==> config.mk <==
export PLATFORM = sky130hd
export DESIGN_NAME = spi_port
export DESIGN_NICKNAME = d
export VERILOG_FILES = /design/src/rtl/spi_port_pkg.sv /design/src/rtl/spi_rate_div.sv /design/src/rtl/spi_edge_sync.sv /design/src/rtl/spi_port.sv
export SDC_FILE = /design/constraint.sdc
export NUM_CORES = 1
export LEC_CHECK = 0
export ABC_AREA = 1
export BUFFER_PORTS_ARGS = -buffer_cell sky130_fd_sc_hd__buf_2
export CAP_MARGIN = 0
export CORE_ASPECT_RATIO = 0.8
export CORE_MARGIN = 1.5
export CORE_UTILIZATION = 62
export DETAILED_ROUTE_END_ITERATION = 10
export PLACE_DENSITY = 0.85
export RECOVER_POWER = 25
export SYNTH_ARGS = -nofsm -noshare
export SYNTH_HDL_FRONTEND = slang
export SYNTH_SLANG_ARGS = --single-unit
==> constraint.sdc <==
create_clock -name clk -period 4.7 [get_ports clk]
set_input_delay 1.175 -clock clk [delete_from_list [all_inputs] [get_ports clk]]
set_output_delay 1.175 -clock clk [all_outputs]
set_load 0.005 [all_outputs]
==> src/rtl/spi_port_pkg.sv <==
package spi_port_pkg;

    localparam logic [1:0] A_CTRL = 2'd0;
    localparam logic [1:0] A_STAT = 2'd1;
    localparam logic [1:0] A_DATA = 2'd2;

    // control register, field order matches bit 7 down to bit 0
    typedef struct packed {
        logic       irq_en;
        logic       en;
        logic       lsb_first;
        logic       master;
        logic       cpol;
        logic       cpha;
        logic [1:0] rate;
    } ctrl_t;

endpackage

==> src/rtl/spi_rate_div.sv <==
module spi_rate_div #(
    parameter int CNT_W = 7
) (
    input  logic       clk,
    input  logic       rst_n,
    input  logic       run,
    input  logic       core_x6,
    input  logic [1:0] rate,
    output logic       tick
);

    logic [CNT_W-1:0] cnt_d, cnt_q;
    logic [CNT_W-1:0] half;

    // half period in core clocks; 12-clock timing doubles it
    always_comb begin
        unique case (rate)
            2'd0:    half = CNT_W'(1);
            2'd1:    half = CNT_W'(4);
            2'd2:    half = CNT_W'(16);
            default: half = CNT_W'(32);
        endcase
        if (!core_x6) half = half << 1;
        tick  = run && (cnt_q == half - CNT_W'(1));
        cnt_d = (!run || tick) ? '0 : cnt_q + CNT_W'(1);
    end

    always_ff @(posedge clk or negedge rst_n) begin
        if (!rst_n) cnt_q <= '0;
        else        cnt_q <= cnt_d;
    end

endmodule

==> src/rtl/spi_edge_sync.sv <==
module spi_edge_sync #(
    parameter int STAGES = 2
) (
    input  logic clk,
    input  logic rst_n,
    input  logic sck_i,
    output logic edge_o
);

    logic [STAGES:0] sr_d, sr_q;

    always_comb begin
        sr_d   = {sr_q[STAGES-1:0], sck_i};
        edge_o = sr_q[STAGES] ^ sr_q[STAGES-1];
    end

    always_ff @(posedge clk or negedge rst_n) begin
        if (!rst_n) sr_q <= '0;
        else        sr_q <= sr_d;
    end

endmodule

==> src/rtl/spi_port.sv <==
module spi_port
    import spi_port_pkg::*;
#(
    parameter int DW     = 8,
    parameter int CNT_W  = 7,
    parameter int STAGES = 2
) (
    input  logic          clk,
    input  logic          rst_n,
    input  logic          bus_wr,
    input  logic [1:0]    bus_addr,
    input  logic [DW-1:0] bus_wdata,
    output logic [DW-1:0] bus_rdata,
    input  logic          core_x6,
    input  logic          periph_ie,
    output logic          sck_o,
    input  logic          sck_i,
    input  logic          sel_n_i,
    output logic          ss_n_o,
    output logic          ser_out,
    input  logic          ser_in,
    output logic          irq_o
);

    localparam int            EW   = $clog2(2 * DW);
    localparam logic [EW-1:0] LAST = EW'(2 * DW - 1);

    typedef struct packed {
        ctrl_t         ctrl;
        logic          busy;
        logic [EW-1:0] ecnt;
        logic          phase;
        logic [DW-1:0] sh;
        logic          smp;
        logic          dout;
        logic [DW-1:0] rx;
        logic          done;
        logic          coll;
    } state_t;

    state_t s_d, s_q;

    logic tick, sedge;
    logic st_done, st_coll, st_busy, st_cpol, st_master;

    function automatic logic first_bit(input logic lsb, input logic [DW-1:0] v);
        return lsb ? v[0] : v[DW-1];
    endfunction

    spi_rate_div #(.CNT_W(CNT_W)) u_div (
        .clk     (clk),
        .rst_n   (rst_n),
        .run     (s_q.ctrl.master && s_q.busy),
        .core_x6 (core_x6),
        .rate    (s_q.ctrl.rate),
        .tick    (tick)
    );

    spi_edge_sync #(.STAGES(STAGES)) u_sync (
        .clk    (clk),
        .rst_n  (rst_n),
        .sck_i  (sck_i),
        .edge_o (sedge)
    );

    logic          wr_ctrl, wr_stat, wr_data, in_flight, step, lead, bit_in;
    logic [DW-1:0] sh_next;

    always_comb begin
        s_d       = s_q;
        wr_ctrl   = bus_wr && (bus_addr == A_CTRL);
        wr_stat   = bus_wr && (bus_addr == A_STAT);
        wr_data   = bus_wr && (bus_addr == A_DATA);
        in_flight = s_q.ctrl.master ? s_q.busy : (s_q.ecnt != '0);
        step      = s_q.ctrl.master ? (s_q.busy && tick)
                                    : (s_q.ctrl.en && !sel_n_i && sedge);
        lead      = !s_q.ecnt[0];
        bit_in    = s_q.ctrl.cpha ? ser_in : s_q.smp;
        sh_next   = s_q.ctrl.lsb_first ? {bit_in, s_q.sh[DW-1:1]}
                                       : {s_q.sh[DW-2:0], bit_in};

        if (!s_q.ctrl.master && sel_n_i) s_d.ecnt = '0;

        if (wr_ctrl) s_d.ctrl = ctrl_t'(bus_wdata[7:0]);
        if (wr_stat) begin
            s_d.done = s_q.done & bus_wdata[DW-1];
            s_d.coll = s_q.coll & bus_wdata[DW-2];
        end
        if (wr_data) begin
            if (in_flight) begin
                s_d.coll = 1'b1;
            end else if (s_q.ctrl.en) begin
                s_d.sh   = bus_wdata;
                s_d.dout = first_bit(s_q.ctrl.lsb_first, bus_wdata);
                if (s_q.ctrl.master) begin
                    s_d.busy  = 1'b1;
                    s_d.ecnt  = '0;
                    s_d.phase = 1'b0;
                end
            end
        end

        if (step) begin
            s_d.phase = ~s_q.phase;
            s_d.ecnt  = s_q.ecnt + EW'(1);
            if (lead) begin
                s_d.smp = ser_in;
                if (s_q.ctrl.cpha) s_d.dout = first_bit(s_q.ctrl.lsb_first, s_q.sh);
            end else begin
                s_d.sh = sh_next;
                if (!s_q.ctrl.cpha) s_d.dout = first_bit(s_q.ctrl.lsb_first, sh_next);
            end
            if (s_q.ecnt == LAST) begin
                s_d.done  = 1'b1;
                s_d.rx    = sh_next;
                s_d.busy  = 1'b0;
                s_d.ecnt  = '0;
                s_d.phase = 1'b0;
            end
        end
    end

    always_ff @(posedge clk or negedge rst_n) begin
        if (!rst_n) s_q <= '0;
        else        s_q <= s_d;
    end

    always_comb begin
        st_done   = s_q.done;
        st_coll   = s_q.coll;
        st_busy   = s_q.busy;
        st_cpol   = s_q.ctrl.cpol;
        st_master = s_q.ctrl.master;
        sck_o     = (s_q.ctrl.master && s_q.busy) ? (s_q.ctrl.cpol ^ s_q.phase)
                                                  : s_q.ctrl.cpol;
        ss_n_o    = !(s_q.ctrl.master && s_q.busy);
        ser_out   = s_q.dout;
        irq_o     = s_q.done && s_q.ctrl.irq_en && periph_ie;
        bus_rdata = '0;
        unique case (bus_addr)
            A_CTRL: bus_rdata = DW'(s_q.ctrl);
            A_STAT: begin
                bus_rdata[DW-1] = s_q.done;
                bus_rdata[DW-2] = s_q.coll;
            end
            A_DATA: bus_rdata = s_q.rx;
            default: bus_rdata = '0;
        endcase
    end

endmodule

# Word level (Yosys, flattened, before mapping)
# Cells that the tools add are included.
[classes]
n_addsub = 3
n_eq_ne = 7
muxes = 32
bitwise_logic = 6
n_reduce_logical = 24
[op_table]
columns = ["operator", "count"]
rows = [
  ["2-to-1 mux 14 bit", 3],
  ["2-to-1 mux 25 bit", 1],
  ["one-hot mux 6 bit (3 select lines)", 1],
  ["2-to-1 mux 1 bit", 16],
  ["2-to-1 mux 8 bit", 2],
  ["2-to-1 mux 7 bit", 2],
  ["2-to-1 mux 6 bit", 2],
  ["one-hot mux 6 bit (2 select lines)", 1],
  ["logical AND 1 bit", 11],
  ["2-to-1 mux 9 bit", 1],
  ["adder 7 x 1 -> 7 bit (second input constant)", 1],
  ["== test 7 bit", 1],
  ["subtractor 7 x 1 -> 7 bit (second input constant)", 1],
  ["one-hot mux 2 bit (3 select lines)", 1],
  ["nonzero test 2 bit", 3],
  ["adder 4 x 1 -> 4 bit (second input constant)", 1],
  ["== test 2 x 1 -> 1 bit (second input constant)", 2],
  ["== test 2 bit (second input constant)", 2],
  ["== test 4 bit (second input constant)", 1],
  ["logical NOT 2 bit", 2],
  ["2-to-1 mux 4 bit", 1],
  ["AND reduction 2 bit", 2],
  ["AND reduction 4 bit", 1],
  ["nonzero test 4 bit", 1],
  ["7 further kinds", 12],
]
[totals]
register_bits = 44
wordCells = 90

# Logic depth before layout (Yosys ltp)
# Gate-level depths: netlist of the first run.
[logic_depth]
depth_word = 10
depth_mapped = 12
depth_no_buf = 11

# Modules after synthesis
# Synthesis of the first run repeated with hierarchy kept, for this count alone.
[hier_totals]
hier_cells = 334
hier_area_um2 = 2532.4
[by_module_without_submodules]
columns = ["mod", "n_inst", "cells_per_inst", "area_each_um2", "seq_area_each_um2"]
rows = [
  ["spi_port", 1, 243, 1868.0, 850.8],
  ["spi_rate_div", 1, 83, 570.5, 175.2],
  ["spi_edge_sync", 1, 8, 93.8, 75.1],
]

# Least setup slack after synthesis of the first run
# OpenSTA, ideal clock, no wires.
[synth_timing]
path_kind = "in2out"
start = "in bus_addr[1]"
end = "out bus_rdata[6]"
arrival_time_ns = 1.719
required_ns = 3.525
slack_ns = 1.806
stages = 4
path_cell_list = "inv_1 nor2_1 nand2_1 o211ai_1"
[synth_between]
elab_chain_len = 2
[synth_rtl]
columns = ["element", "line", "text"]
rows = [
  ["from (decl)", "spi_port.sv:11", "input logic [1:0] bus_addr,"],
  ["== test 2 bit (tied with other cells)", "spi_port.sv:140", "unique case (bus_addr)"],
  ["one-hot mux 2 bit (3 select lines) *", "spi_port.sv:140", ""],
  ["to (decl)", "spi_port.sv:13", "output logic [DW-1:0] bus_rdata,"],
]
# Every way passes the cells marked *; elsewhere a longest branch is shown, timed or not.

# Worst setup path in the final report of the first run
# Ends and elaborated chain as after synthesis.

==> impl_metrics.csv, run 1 <==
group,metric,value,unit
global_route,gr-usage-met3,0.05565,
synth,synth-seq-cells,44,
floorplanning,rows,20,
critical_path,setup.worst_path.start_class,"input port",
routing,vias,2330,
clock_network,cts_tree,"built",
critical_path,r2r_slack,2210,ps
placed_design,portBuffers,29,
clock_network,cts_sinks,44,
routing,wl_per_cell,13.75,um
floorplanning,die_h,59.91,um
sta,setup_ws,1337,ps
min_path,holdCritPathClass,"reg2reg",
floorplanning,die_area,4441,um^2
floorplanning,start_util,0.6556,
global_route,grt_busiest_layer,"met2",
critical_path,rr_startpoint,"s_q[21]$_DFF_PN0_",
synth,synth_top_area_cell,"dfrtp_1",
sta,slew_headroom,-0.5159,
critical_path,timing.rr.end,"s_q[12]$_DFF_PN0_",
synth,synth_nets,363,
sta,fin_crit,3363,ps
min_path,worstHoldEndpoint,"u_sync.sr_q[1]$_DFF_PN0_",
synth,synth_warnings,0,
min_path,holdPathStages,0,
clock_network,clk_pin_slew,80,ps
synth,synthesis.area,2510,um^2
placed_design,placed_cells,417,
clock_network,insertion_delay,310,ps
clock_network,ctsResizeCount,0,
synth,synthCells,342,
placed_design,dp_hpwl,4.223,mm
flow_run,drv_cap,1,
critical_path,arrival,2190,ps
floorplanning,num_io_pins,30,
critical_path,crit_fanout,9,
sta,tns,0,ps
sta,worst_pin_slew,2274,ps
critical_path,cp-end-kind,"primary output",
sta,period_share,0.7155,
synth,yosysUniqueCellTypes,30,
run_status,outcome,"complete, but fails checks",
sta,rsz0062_at_grt,"false",
layout,nets,390,
global_route,grt_max_degree,45,
global_route,grtUsageMet2,0.4388,
critical_path,critPathKind,"in2out",
global_route,grt_pass1_wl,9.742,mm
global_route,grt_overflow,0,
clock_network,numCtsBuffers,5,
sta,finClkSkew,6.028,ps
clock_network,clockBufferDepth,2,
global_route,grt_pass1_vias,2124,
layout,drive_gt1_frac,0.1378,
sta,finalHoldViolations,0,
clock_network,cts_root_buf,"clkbuf_8",
placed_design,dp_slack,1381,ps
floorplanning,die_w,74.14,um
layout,num_antenna_cells,0,
sta,max_freq,297.4,MHz
global_route,antenna_found_initial,0,
clock_network,htreeDepth,2,
clock_network,cts_hold_buf,0,
routing,drt_iter0_drc,164,
routing,routed_via_density,5.482,
routing,postRouteAntennaNets,0,
power,power_leakage,0.001444,uW
routing,drcViolationCount,0,
global_route,track_usage,0.2974,
layout,area_growth,10.62,%
synth,synth_top_area_share,0.4387,
critical_path,worst_ep_required_time,3520,ps
synth,yosysSeqAreaShare,0.4387,
floorplanning,core,3829,um^2
run_status,violations,"capacitance limit, slew limit",
min_path,min_from,"u_sync.sr_q[0]$_DFF_PN0_",
global_route,gr-usage-met1,0.4336,
synth,synthTopCellsByArea,"dfrtp_1, nand2_1, o21ai_0",
power,irDropWorstVdd,0.2299,mV
power,p_per_area,418.9,nW/um^2
routing,wirelength,5.845,mm
clock_network,postCtsSetupBuffers,0,
sta,finalSetupViolations,0,
sta,slew_viol_final,45,
critical_path,rr_worst_depth,11,
routing,first_pass_iters,5,
synth,avgSynthCellArea,7.339,um^2
layout,final_cells,425,
layout,n_fill_cell,320,
placed_design,place_congestion,0.9104,
sta,hold_ws,353.5,ps
-- final cells by class --
class,instances,area [um^2],area share
Clock buffer,5,68.82,0.02479
Clock inverter,3,42.54,0.01532
Inverter,39,146.4,0.05273
Multi-Input combinational cell,250,1205,0.4340
Sequential cell,44,1101,0.3966
Tap cell,55,68.82,0.02479
Timing Repair Buffer,29,143.9,0.05183
-- per-stage QoR --
step / util / power, uW / cell area [um^2]
2_1_floorplan: - / 764.4 / 2510
3_3_place_gp: 0.6964 / 851.7 / 2666
3_5_place_dp: 0.6964 / 867.5 / 2666
5_1_grt: 0.7252 / 1244 / 2776
4_1_cts: 0.7255 / 1158 / 2778
6_report: 0.7252 / 1163 / 2776
-- critical path, stage by stage --
cell and delay [ps]:
buf_2 90, inv_1 70, nor2_1 490, nand2_1 120, o211ai_1 110, buf_2 140
-- kinds of logic (layout without fill, tap and decap cells) --
group                    Yosys count  in the layout  synth area share
AO/OA/AOI/OAI                     56             56            0.1231
XOR/XNOR                           4              4           0.01396
adder cells (fa/ha/maj)            3              3           0.01496
buffers and inverters             48             76           0.08125
flip-flops                        44             44            0.4387
AND/OR/NAND/NOR                  187            187            0.3280
-- sequential cells by signal, indices dropped and copies added, names as in the netlist --
register	count
st_coll	1
st_master	1
st_busy	1
u_div.cnt_q	7
s_q	28
st_cpol	1
ser_out	1
u_sync.sr_q	3
st_done	1
-- synth_stat cells --
library cell  count
buf_2             1
dfrtp_1          44
xor2_1            4
nor2_1           16
nand3_2           1
clkbuf_1          5
inv_2             2
clkinv_1          1
inv_1            36
nand4_2           1
o21ai_0          36
or2_2             2
o21ai_2           2
o21bai_1          2
nand3_1          32
nand2_1         116
nor3_1            1
nand3b_1          6
buf_6             3
nand2_2           2
nor2_2            4
o2111ai_1         1
ha_1              3
a21boi_0          3
nand4_1           3
nand2_4           1
o211ai_1          2
a21oi_1           8
o21ai_1           2
nor3b_1           2
-- routing by layer --
metal  vias to the layer above  routed length (um)
met5                         -                   0
met4                         0                  95
met3                        11                 326
met2                        77                2626
met1                      1086                2797
li1                       1156                   -
-- report_power, final --
part           switching, uW  internal, uW
combinational            229           131
sequential              60.9           450
clock                    135           157
total                    425           738
-- how the worst max path moves through the flow --
stage | slack, ps | cells after the start | start | to
2_1_floorplan | 1810 | 4 | bus_addr[1] | bus_rdata[6]
3_3_place_gp | 1450 | 6 | bus_addr[1] | bus_rdata[6]
3_5_place_dp | 1380 | 6 | bus_addr[1] | bus_rdata[6]
4_1_cts | 1370 | 6 | bus_addr[1] | bus_rdata[6]
5_1_grt | 1230 | 6 | bus_addr[1] | bus_rdata[5]
6_report | 1340 | 6 | bus_addr[1] | bus_rdata[6]
-- cell usage in the layout, fill, tap and decap left out, types with 2 or more instances in the layout --
master / Yosys / routed
or2_2: 2 / 2
nor2_2: 4 / 4
dfrtp_1: 44 / 44
nor2_1: 16 / 16
ha_1: 3 / 3
nor3b_1: 2 / 2
inv_1: 36 / 36
buf_2: 1 / 28
o211ai_1: 2 / 2
nand2_1: 116 / 116
nand4_1: 3 / 3
nand2_2: 2 / 2
o21ai_1: 2 / 2
inv_2: 2 / 2
o21ai_2: 2 / 2
o21ai_0: 36 / 36
nand3_1: 32 / 32
a21boi_0: 3 / 3
nand3b_1: 6 / 6
o21bai_1: 2 / 2
xor2_1: 4 / 4
clkbuf_8: 0 / 5
a21oi_1: 8 / 8
Note: power is estimated with default switching activity, not from simulation.
==> inputs of run 2 (changes only) <==
--- a/config.mk
+++ b/config.mk
@@ -10,9 +10,9 @@
 export CAP_MARGIN = 0
 export CORE_ASPECT_RATIO = 0.8
 export CORE_MARGIN = 1.5
-export CORE_UTILIZATION = 62
+export CORE_UTILIZATION = 52
 export DETAILED_ROUTE_END_ITERATION = 10
-export PLACE_DENSITY = 0.85
+export PLACE_DENSITY = 0.76
 export RECOVER_POWER = 25
 export SYNTH_ARGS = -nofsm -noshare
 export SYNTH_HDL_FRONTEND = slang
==> constraint.sdc (replaced) <==
create_clock -name clk -period 3 [get_ports clk]
set_input_delay 0.75 -clock clk [delete_from_list [all_inputs] [get_ports clk]]
set_output_delay 0.75 -clock clk [all_outputs]
set_load 0.005 [all_outputs]
==> impl_metrics.csv, run 2 (synthesized netlist as in run 1, its figures left out) <==
group,metric,value,unit
floorplanning,start_util,0.5427,
layout,num_antenna_cells,0,
critical_path,crit_path_max_incr_delay,490,ps
routing,drt_iter0_drc,180,
critical_path,rr_worst_depth,11,
clock_network,cts_root_buf,"clkbuf_8",
sta,tns,0,ps
clock_network,htreeDepth,2,
layout,largest_reg_flops,28,
sta,slew_headroom,0.2034,
clock_network,cts_sinks,44,
power,p_per_area,644.6,nW/um^2
sta,max_freq,393.3,MHz
layout,final_common_cell,"nand2_1",
sta,finalHoldViolations,0,
routing,first_pass_iters,5,
global_route,grt_max_degree,27,
global_route,antenna_found_initial,0,
placed_design,dp_hpwl,4.386,mm
layout,area_growth,11.81,%
clock_network,insertion_delay,300,ps
floorplanning,die_area,5255,um^2
routing,wl_per_cell,13.38,um
clock_network,ctsResizeCount,0,
floorplanning,num_io_pins,30,
global_route,grt_pass1_wl,9.625,mm
global_route,grt_overflow,0,
placed_design,place_congestion,0.8458,
power,p_switching,643.2,uW
layout,drive_gt1_frac,0.1444,
critical_path,r2r_slack,1110,ps
critical_path,critPathKind,"in2out",
clock_network,clk_pin_slew,80,ps
placed_design,dp_slack,485.7,ps
clock_network,cts_tree,"built",
clock_network,numCtsBuffers,5,
critical_path,worst_ep_required_time,2250,ps
routing,postRouteAntennaNets,0,
global_route,grtUsageMet2,0.3687,
global_route,gr-usage-met1,0.3573,
flow_run,drv_cap,0,
critical_path,cp-end-kind,"primary output",
placed_design,portBuffers,29,
sta,rsz0062_at_grt,"false",
power,p_comb_frac,0.318,
global_route,gr-usage-met3,0.03750,
floorplanning,rows,22,
power,power_frac_clock,0.249,
layout,top_regs,"s_q (28), u_div.cnt_q (7), u_sync.sr_q (3)",
global_route,grt_pass1_vias,2054,
sta,setup_ws,457.5,ps
sta,fin_crit,2542,ps
critical_path,rr_startpoint,"s_q[21]$_DFF_PN0_",
layout,nets,394,
min_path,holdPathStages,0,
sta,period_share,0.8475,
min_path,worstHoldEndpoint,"u_sync.sr_q[1]$_DFF_PN0_",
sta,finClkSkew,6.566,ps
critical_path,timing.rr.end,"s_q[16]$_DFF_PN0_",
critical_path,setup.worst_path.start_class,"input port",
critical_path,worst-path-buf-inv,3,
power,power_leakage,0.001464,uW
critical_path,crit_fanout,9,
critical_path,cp_slowest_cell,"nor2_1",
critical_path,arrival,1790,ps
global_route,track_usage,0.2386,
power,irDropWorstVdd,0.5106,mV
critical_path,crit_top_cell,"buf_2",
layout,final_cell_mix,"nand2_1, dfrtp_1, inv_1, o21ai_0, nand3_1",
routing,routed_via_density,5.435,
run_status,outcome,"completed",
min_path,min_from,"u_sync.sr_q[0]$_DFF_PN0_",
routing,vias,2359,
min_path,holdCritPathClass,"reg2reg",
power,seqPwrFrac,0.433,
routing,drcViolationCount,0,
sta,slew_viol_final,0,
power,power.internal,1166,uW
routing,wirelength,5.806,mm
layout,regMostFlops,"s_q",
clock_network,postCtsSetupBuffers,0,
global_route,grt_busiest_layer,"met2",
floorplanning,die_h,65.14,um
sta,worst_pin_slew,1195,ps
critical_path,path_cells,"buf_2 -> inv_1 -> nor2_1 -> nand2_1 -> o211ai_1 -> buf_2",
floorplanning,die_w,80.68,um
clock_network,cts_hold_buf,0,
sta,finalSetupViolations,0,
power,sw_frac_of_total,0.3555,
floorplanning,core,4624,um^2
clock_network,clockBufferDepth,2,
critical_path,critPathTopFamily,"simple AND/OR/NAND/NOR gates",
run 2: how the worst max path moves through the flow:
| stage | cells past startpoint | end | startpoint |
|---|---|---|---|
| after global placement | 6 | bus_rdata[7] | bus_addr[1] |
| after detailed placement | 6 | bus_rdata[7] | bus_addr[1] |
| after CTS | 6 | bus_rdata[7] | bus_addr[1] |
| after global routing | 6 | bus_rdata[7] | bus_addr[1] |
| final | 6 | bus_rdata[7] | bus_addr[1] |
| after floorplan | 4 | bus_rdata[6] | bus_addr[1] |
run 2: layer usage:
layer | share of wire | vias to the layer above
li1 | - | 1163
met1 | 0.49 | 1106
met2 | 0.44 | 84
met3 | 0.061 | 6
met4 | 0.0059 | 0
met5 | 0 | -
run 2: area by class of cell:
class	instances	area (um^2)
inverter	39	146.4
fill	433	1818
clock buffer	6	72.57
tap	60	75.07
sequential	44	1101
clock inverter	2	35.03
timing repair buffer	33	171.4
multi-input combinational	250	1205
run 2: per-stage QoR:
step	instances	area, um^2	hold slack [ps]	power, uW	utilization
2_1_floorplan	342	2510	331.2	1197	-
3_5_place_dp	426	2703	338.7	1365	0.5844
3_3_place_gp	426	2703	336.0	1348	0.5844
4_1_cts	434	2810	356.6	1810	0.6077
5_1_grt	434	2806	371.8	1933	0.6069
6_report	434	2806	354.0	1809	0.6069
run 2: power groups by stage:
| stage | logic, uW | registers [uW] | clock network (uW) |
|---|---|---|---|
| final | 575 | 783 | 451 |
| after global routing | 657 | 796 | 480 |
| after CTS | 574 | 782 | 454 |
| after detailed placement | 572 | 793 | 0 |
| after global placement | 558 | 790 | 0 |
| after floorplan | 425 | 773 | 0 |
